===== config.mk =====
export PLATFORM = sky130hd
export DESIGN_NAME = lcd_dual_driver
export DESIGN_NICKNAME = d
export VERILOG_FILES = /design/src/rtl/lcdd_pkg.sv /design/src/rtl/lcdd_sync.sv /design/src/rtl/lcdd_fall.sv /design/src/rtl/lcdd_section.sv /design/src/rtl/lcd_dual_driver.sv
export SDC_FILE = /design/constraint.sdc
export NUM_CORES = 1
export LEC_CHECK = 0
export BUFFER_PORTS_ARGS = -buffer_cell sky130_fd_sc_hd__buf_2
export CAP_MARGIN = 20
export CORE_MARGIN = 1
export CORE_UTILIZATION = 30
export DETAILED_ROUTE_END_ITERATION = 12
export GPL_TIMING_DRIVEN = 0
export PLACE_DENSITY = 0.48
export SLEW_MARGIN = 0
export SYNTH_ARGS = -nofsm -noshare
export SYNTH_HDL_FRONTEND = slang
export SYNTH_HIERARCHICAL = 1
export SYNTH_SLANG_ARGS = --single-unit
export TNS_END_PERCENT = 20

===== constraint.sdc =====
create_clock -name clk -period 2.9 [get_ports clk]
set_clock_uncertainty 0.2 [all_clocks]
set_input_delay 0 -clock clk [delete_from_list [all_inputs] [get_ports clk]]
set_output_delay 0 -clock clk [all_outputs]
set_load 0.005 [all_outputs]

===== src/rtl/lcdd_pkg.sv =====
// Shared types for the dual-section LCD shifter: the per-channel level code
// and the mapping from a latched dot and alternation phase to that code.
package lcdd_pkg;

    typedef enum logic [1:0] {
        LV_SEL_A  = 2'b00,
        LV_SEL_B  = 2'b01,
        LV_NSEL_A = 2'b10,
        LV_NSEL_B = 2'b11
    } lvl_e;

    // Map a latched dot (1 = selected) and effective alternation to a level.
    function automatic lvl_e lvl_of(input logic dot, input logic alt);
        return lvl_e'({~dot, alt});
    endfunction

endpackage


===== src/rtl/lcdd_sync.sv =====
// Multi-bit synchronizer: STAGES flops per bit, synchronous active-low reset
// to 0. Assumes each input bit is a slow level, so bits may skew by one cycle
// against each other only when they change within one clock.
module lcdd_sync #(
    parameter int W      = 1,
    parameter int STAGES = 2
) (
    input  logic         clk,
    input  logic         rst_n,
    input  logic [W-1:0] d,
    output logic [W-1:0] q
);
    logic [W-1:0] chain [STAGES];

    generate
        for (genvar s = 0; s < STAGES; s++) begin : g_stage
            // Stage s of the flop chain.
            always_ff @(posedge clk) begin
                if (!rst_n)      chain[s] <= '0;
                else if (s == 0) chain[s] <= d;
                else             chain[s] <= chain[(s == 0) ? 0 : s-1];
            end
        end
    endgenerate

    assign q = chain[STAGES-1];
endmodule


===== src/rtl/lcdd_fall.sv =====
// Falling-edge detector on an already synchronized level. Emits a one-cycle
// pulse the cycle after the level is seen going from 1 to 0.
module lcdd_fall (
    input  logic clk,
    input  logic rst_n,
    input  logic lvl,
    output logic fall
);
    logic prev_q;

    // Remember last cycle's level.
    always_ff @(posedge clk) begin
        if (!rst_n) prev_q <= 1'b0;
        else        prev_q <= lvl;
    end

    assign fall = prev_q & ~lvl;
endmodule


===== src/rtl/lcdd_section.sv =====
// One driver section: a CH-bit bidirectional shift register, a CH-bit latch
// and CH level selectors. Assumes shift_p / latch_p are single-cycle pulses
// and that data inputs are already aligned with those pulses.
module lcdd_section
    import lcdd_pkg::*;
#(
    parameter int CH = 20
) (
    input  logic            clk,
    input  logic            rst_n,
    input  logic            shift_p,
    input  logic            latch_p,
    input  logic            dir,
    input  logic            alt_eff,
    input  logic            l_in,
    input  logic            r_in,
    output logic            l_out,
    output logic            l_oe,
    output logic            r_out,
    output logic            r_oe,
    output logic [CH-1:0]   lat_q,
    output logic [2*CH-1:0] lvl
);
    logic [CH-1:0] sr_q;

    // Shift: dir low fills from left toward high index; dir high mirrors it.
    always_ff @(posedge clk) begin
        if (!rst_n)       sr_q <= '0;
        else if (shift_p) sr_q <= dir ? {r_in, sr_q[CH-1:1]} : {sr_q[CH-2:0], l_in};
    end

    // Parallel copy of the whole register into the hold latch.
    always_ff @(posedge clk) begin
        if (!rst_n)       lat_q <= '0;
        else if (latch_p) lat_q <= sr_q;
    end

    // Output enables follow direction; reset releases both pins.
    always_ff @(posedge clk) begin
        if (!rst_n) begin
            l_oe <= 1'b0;
            r_oe <= 1'b0;
        end else begin
            l_oe <= dir;
            r_oe <= ~dir;
        end
    end

    assign l_out = l_oe & sr_q[0];
    assign r_out = r_oe & sr_q[CH-1];

    generate
        for (genvar i = 0; i < CH; i++) begin : g_chan
            assign lvl[2*i +: 2] = lvl_of(lat_q[i], alt_eff);
        end
    endgenerate
endmodule


===== src/rtl/lcd_dual_driver.sv =====
// Top of the dual-section LCD shifter. Synchronizes strobes, alternation and
// serial inputs, detects strobe falling edges and routes shift/latch roles to
// the two sections according to dual_mode. Assumes dual_mode and the
// direction inputs are static while strobes toggle.
module lcd_dual_driver
    import lcdd_pkg::*;
#(
    parameter int CH     = 20,
    parameter int STAGES = 2
) (
    input  logic            clk,
    input  logic            rst_n,
    input  logic            shift_stb,
    input  logic            latch_stb,
    input  logic            alt_in,
    input  logic            dual_mode,
    input  logic            dir_sec1,
    input  logic            dir_sec2,
    input  logic            s1_l_in,
    output logic            s1_l_out,
    output logic            s1_l_oe,
    input  logic            s1_r_in,
    output logic            s1_r_out,
    output logic            s1_r_oe,
    input  logic            s2_l_in,
    output logic            s2_l_out,
    output logic            s2_l_oe,
    input  logic            s2_r_in,
    output logic            s2_r_out,
    output logic            s2_r_oe,
    output logic [4*CH-1:0] lvl_out
);
    localparam int SW = 7;

    logic [SW-1:0] raw_w, syn_w;
    logic [1:0]    fall_w;
    logic          sh1, lt1, sh2, lt2, alt_s;
    logic [CH-1:0] lat1_w, lat2_w;

    assign raw_w = {s2_r_in, s2_l_in, s1_r_in, s1_l_in, alt_in, latch_stb, shift_stb};
    assign alt_s = syn_w[2];

    lcdd_sync #(.W(SW), .STAGES(STAGES)) u_sync (
        .clk(clk), .rst_n(rst_n), .d(raw_w), .q(syn_w)
    );

    generate
        for (genvar k = 0; k < 2; k++) begin : g_edge
            lcdd_fall u_fall (.clk(clk), .rst_n(rst_n), .lvl(syn_w[k]), .fall(fall_w[k]));
        end
    endgenerate

    // Role routing: section 2 swaps strobes in dual mode.
    always_comb begin
        sh1 = fall_w[0];
        lt1 = fall_w[1];
        sh2 = dual_mode ? fall_w[1] : fall_w[0];
        lt2 = dual_mode ? fall_w[0] : fall_w[1];
    end

    lcdd_section #(.CH(CH)) u_sec1 (
        .clk(clk), .rst_n(rst_n), .shift_p(sh1), .latch_p(lt1), .dir(dir_sec1),
        .alt_eff(alt_s), .l_in(syn_w[3]), .r_in(syn_w[4]),
        .l_out(s1_l_out), .l_oe(s1_l_oe), .r_out(s1_r_out), .r_oe(s1_r_oe),
        .lat_q(lat1_w), .lvl(lvl_out[2*CH-1:0])
    );

    lcdd_section #(.CH(CH)) u_sec2 (
        .clk(clk), .rst_n(rst_n), .shift_p(sh2), .latch_p(lt2), .dir(dir_sec2),
        .alt_eff(alt_s ^ dual_mode), .l_in(syn_w[5]), .r_in(syn_w[6]),
        .l_out(s2_l_out), .l_oe(s2_l_oe), .r_out(s2_r_out), .r_oe(s2_r_oe),
        .lat_q(lat2_w), .lvl(lvl_out[4*CH-1:2*CH])
    );
endmodule


# ---- After elaboration in Yosys (flattened, before gate mapping)
# Memory sizes are Yosys's and may differ from the RTL's.
# Cells that the tools add are included.
dict set report totals {
  regBits 86
  mem_bits_rw 14
  in_bits 12
  output_inout_bits 88
  n_memories 1
}
dict set report op_classes {
  n_mux 8
  bitwise_logic 53
}
# name words width rd rd_ports_with_merged_regs write_ports line_no
set mem_list {}
lappend mem_list {u_sync.chain 2 7 2 0 2 lcdd_sync.sv:13} ;# logic [W-1:0] chain [STAGES];
# cell count
set op_table {}
lappend op_table {{1-bit inverter} 44}
lappend op_table {{20-bit two-way mux} 2}
lappend op_table {{7-bit two-way mux} 2}
lappend op_table {{1-bit bitwise AND} 6}
lappend op_table {{1-bit two-way mux} 4}
lappend op_table {{1-bit OR} 2}
lappend op_table {{1-bit bitwise XOR} 1}

# ---- Depth between registers and ports, before layout
dict set report depth {
  depth_word 3
  ltp_mapped 5
}

# ---- Cells and area by module
# The synthesis kept the hierarchy.
# module n_inst cells_per_inst area_each_um2
set modules_own_cells {}
lappend modules_own_cells {lcdd_section 2 199 1919.3}
lappend modules_own_cells {lcdd_sync 1 29 391.6}
lappend modules_own_cells {lcdd_fall 2 3 36.3}
lappend modules_own_cells {lcd_dual_driver 1 3 31.3}

# ---- Worst setup path after synthesis
# Ideal clock, no wire load.
dict set report synth_path {
  path_kind {flip-flop to output port}
  startpoint {mem u_sync/chain[1][2] (netlist name)}
  endpoint {out lvl_out[40]}
  t_arrival_ps 1684
  slack_ps 1016
  path_stages_with_launch 3
  path_buffers 1
  path_cell_list {dfxtp_1 xor2_1 buf_4}
}
# element line_no
set synth_lines {}
lappend synth_lines {{start: declaration} lcdd_sync.sv:13}
lappend synth_lines {{end: declaration} lcd_dual_driver.sv:31} ;# output logic [4*CH-1:0] lvl_out

==> run_results.csv <==
group,metric,value,unit
synthesis,ys_top_cells_by_area,"dfxtp_1 (46%), mux2i_1 (18%), buf_4 (7.6%), nor2b_1 (6.1%), a21oi_1 (4.6%)",
clock_network,htree_levels,3,
final_layout,area_growth_syn_to_layout,26.6,%
clock_network,cts_setup_buffers,0,
critical_path,cp_slowest_cell,"dfxtp_1",
critical_path,critPathBufInv,3,
final_layout,final_common_cell,"buf_2",
place,port_buffers,97,
clock_network,clock-sinks,100,
critical_path,worst_ep_required_time,2.70,ns
timing,max_freq,457,MHz
worst_hold_path,holdPathStages,3,
final_layout,postLayoutCellArea,5490,µm²
routing,num_vias,3159,
worst_hold_path,hold_path_class,"in -> reg",
power_and_ir_drop,power_density,530,nW/µm²
critical_path,cp.depth,4,
final_layout,antenna_cells,0,
synthesis,synth_warnings,6,
synthesis,synthCells,436,
synthesis,syn_area_per_cell,9.94,µm²
routing,drc,0,
synthesis,synth_area,4330,µm²
power_and_ir_drop,leakage,2.25,nW
critical_path,reg2reg_from,"u_sync/chain[1][0]",
routing,wl,8810,µm
critical_path,worstSetupEndpoint,"lvl_out[66]",
clock_network,post_cts_resized,0,
timing,setup_violations,0,
timing,fin_setup_tns,0,ns
critical_path,end_kind,"output pin",
timing,drv_slew,0,
routing,wl_per_cell,11.9,µm
synthesis,synth_top_cell_area_share,46.2,%
critical_path,crit_start,"u_sync/chain[1][2]",
floorplan,fp.dieArea,14900,µm²
synthesis,syn-num-nets,448,
critical_path,r2r_slack,1.23,ns
clock_network,cts_tree,"yes",
place,post-place-cells,713,
job,maxCapViolCount,0,
critical_path,crit_fanout,21,
final_layout,num-fill-cells,1461,
critical_path,path_delay_family,"flip-flops",
global_route,antenna_found_initial,0,
synthesis,yosysTopAreaCell,"dfxtp_1",
floorplan,ioPinCount,100,
global_route,grt_max_degree,22,
timing,timing.final.crit_share,75.4,%
routing,drt_iter0_markers,120,
timing,holdWs,0.215,ns
global_route,grt_pass1_vias,2858,
final_layout,drive_above_1_share,33.7,%
floorplan,die_w,122,µm
status,outcome,"finished, final reports clean",
global_route,grt_pass1_wl,14200,µm
synthesis,ys_ff_latch,100,
timing,rsz0062_at_grt,"false",
timing,hold_viol,0,
place,dpl-instance-area,5040,µm²
critical_path,r2r-end,"u_sec2/sr_q[15]",
critical_path,reg2reg_depth,5,
floorplan,die_h,122,µm
critical_path,worst_path_most_repeated_cell,"buf_4",
final_layout,final_cells,743,
floorplan,initial_core_util,31.0,%
critical_path,criticalPathCategory,"reg -> out",
power_and_ir_drop,total_power,0.00291,W
timing,period_needed,2.19,ns
synthesis,synth_cell_types,18,
floorplan,coreArea,14000,µm²
floorplan,rows,43,
clock_network,clock_path_buffers,2,
final_layout,most-common-layout-cells,"buf_2 (105), dfxtp_1 (100), mux2i_1 (80), buf_4 (45), nor2b_1 (42)",
place,hpwlAfterDp,6320,µm
clock_network,cts_made_buffers,9,
global_route,grt_usage,12.2,%
final_layout,fin_nets,570,
synthesis,seq_area_frac_synth,46.2,%
clock_network,clock_latency,0.33,ns
critical_path,cpPeakStageDelay,0.73,ns
global_route,overflow,0,
critical_path,worstPathCellList,"xor2_1, buf_4, buf_4, buf_2",
clock_network,clockRootBuffer,"clkbuf_16",
place,place_congestion,0.691,
routing,avgViaCountPerCell,4.25,
critical_path,cp.arrival,1.99,ns
timing,tightest_slew,0.635,ns
routing,ant_nets,0,
power_and_ir_drop,ir_drop,262,µV
timing,slew_headroom,57.6,%
clock_network,clkTransAtPathRegs,0.06,ns
routing,dr.pass1.iters,4,
critical_path,critical_path.startpoint_type,"flop",
==> state kept, by name (all words and copies together) (netlist names) <==
name,cells
u_sync/chain,14
u_sec2/l_oe,1
u_sec1/r_oe,1
u_sec1/lat_q,20
u_sec1/sr_q,20
g_edge.u_fall/prev_q,2
u_sec2/sr_q,20
u_sec2/r_oe,1
u_sec2/lat_q,20
u_sec1/l_oe,1
==> routing by layer <==
layer	share of wire, %	GRT usage [%]
met1	51	17.2
met3	5.4	1.97
met4	1.5	5.49
met2	43	18.2
met5	0	0
==> cells by family after synthesis <==
logic type      synth area share, %
mux                            19.0
compound gates                 9.24
xor+xnor                      0.202
buf+inv                        15.4
simple gates                   9.99
flops                          46.2
==> synthesized netlist by cell type <==
cell type  count
inv_1         40
and2b_2        2
buf_4         44
buf_2          8
and2_1        10
o21ai_0       34
and2_2        12
buf_12         4
buf_6          3
clkbuf_1       6
xor2_1         1
mux2_2         2
nor2b_1       42
o21ai_1        6
clkbuf_2       2
dfxtp_1      100
mux2i_1       80
a21oi_1       40
==> repair_timing <==
action,CTS,global route
endpoints found under the hold margin,58,0
setup endpoints to repair,0,0
hold buffers,13,0
==> report_power, final <==
group          internal, W  leakage (nW)  switching, W
Combinational     0.000158          1.28      0.000108
Clock             0.000713         0.149      0.000492
Sequential         0.00141         0.812     0.0000288
Total              0.00228          2.25      0.000629
==> metrics by stage <==
step	setup WS [ns]	util, %
6_report	0.714	39.2
3_3_place_gp	0.770	36.1
3_5_place_dp	0.569	36.1
2_1_floorplan	1.02	-
5_1_grt	0.523	39.2
4_1_cts	0.204	39.2
==> layout make-up <==
| class | count | area, µm² | area share (%) |
|---|---|---|---|
| repair buffers | 111 | 623 | 11.4 |
| flip-flops and latches | 100 | 2000 | 36.5 |
| well taps | 180 | 225 | 4.10 |
| inverters | 40 | 150 | 2.74 |
| plain buffers | 67 | 517 | 9.42 |
| multi-input cells | 229 | 1670 | 30.4 |
| clock inverters | 4 | 47.5 | 0.867 |
| clock buffers | 12 | 256 | 4.68 |
==> tightest hold or removal path, stage by stage <==
cell	delay [ns]
dlygate4sd3_1	0.51
buf_2	0.09
and2_2	0.12
==> how the worst min path moves through the flow <==
stage            start            endpoint  slack, ns
6_report       s1_r_in  u_sync/chain[0][4]       0.22
5_1_grt        s2_l_in  u_sync/chain[0][5]       0.23
4_1_cts        s1_l_in  u_sync/chain[0][3]       0.20
3_5_place_dp   s1_l_in  u_sync/chain[0][3]       0.02
3_3_place_gp   s1_l_in  u_sync/chain[0][3]       0.03
2_1_floorplan    rst_n         u_sec1/r_oe      -0.07
(Power assumes the default switching activity.)
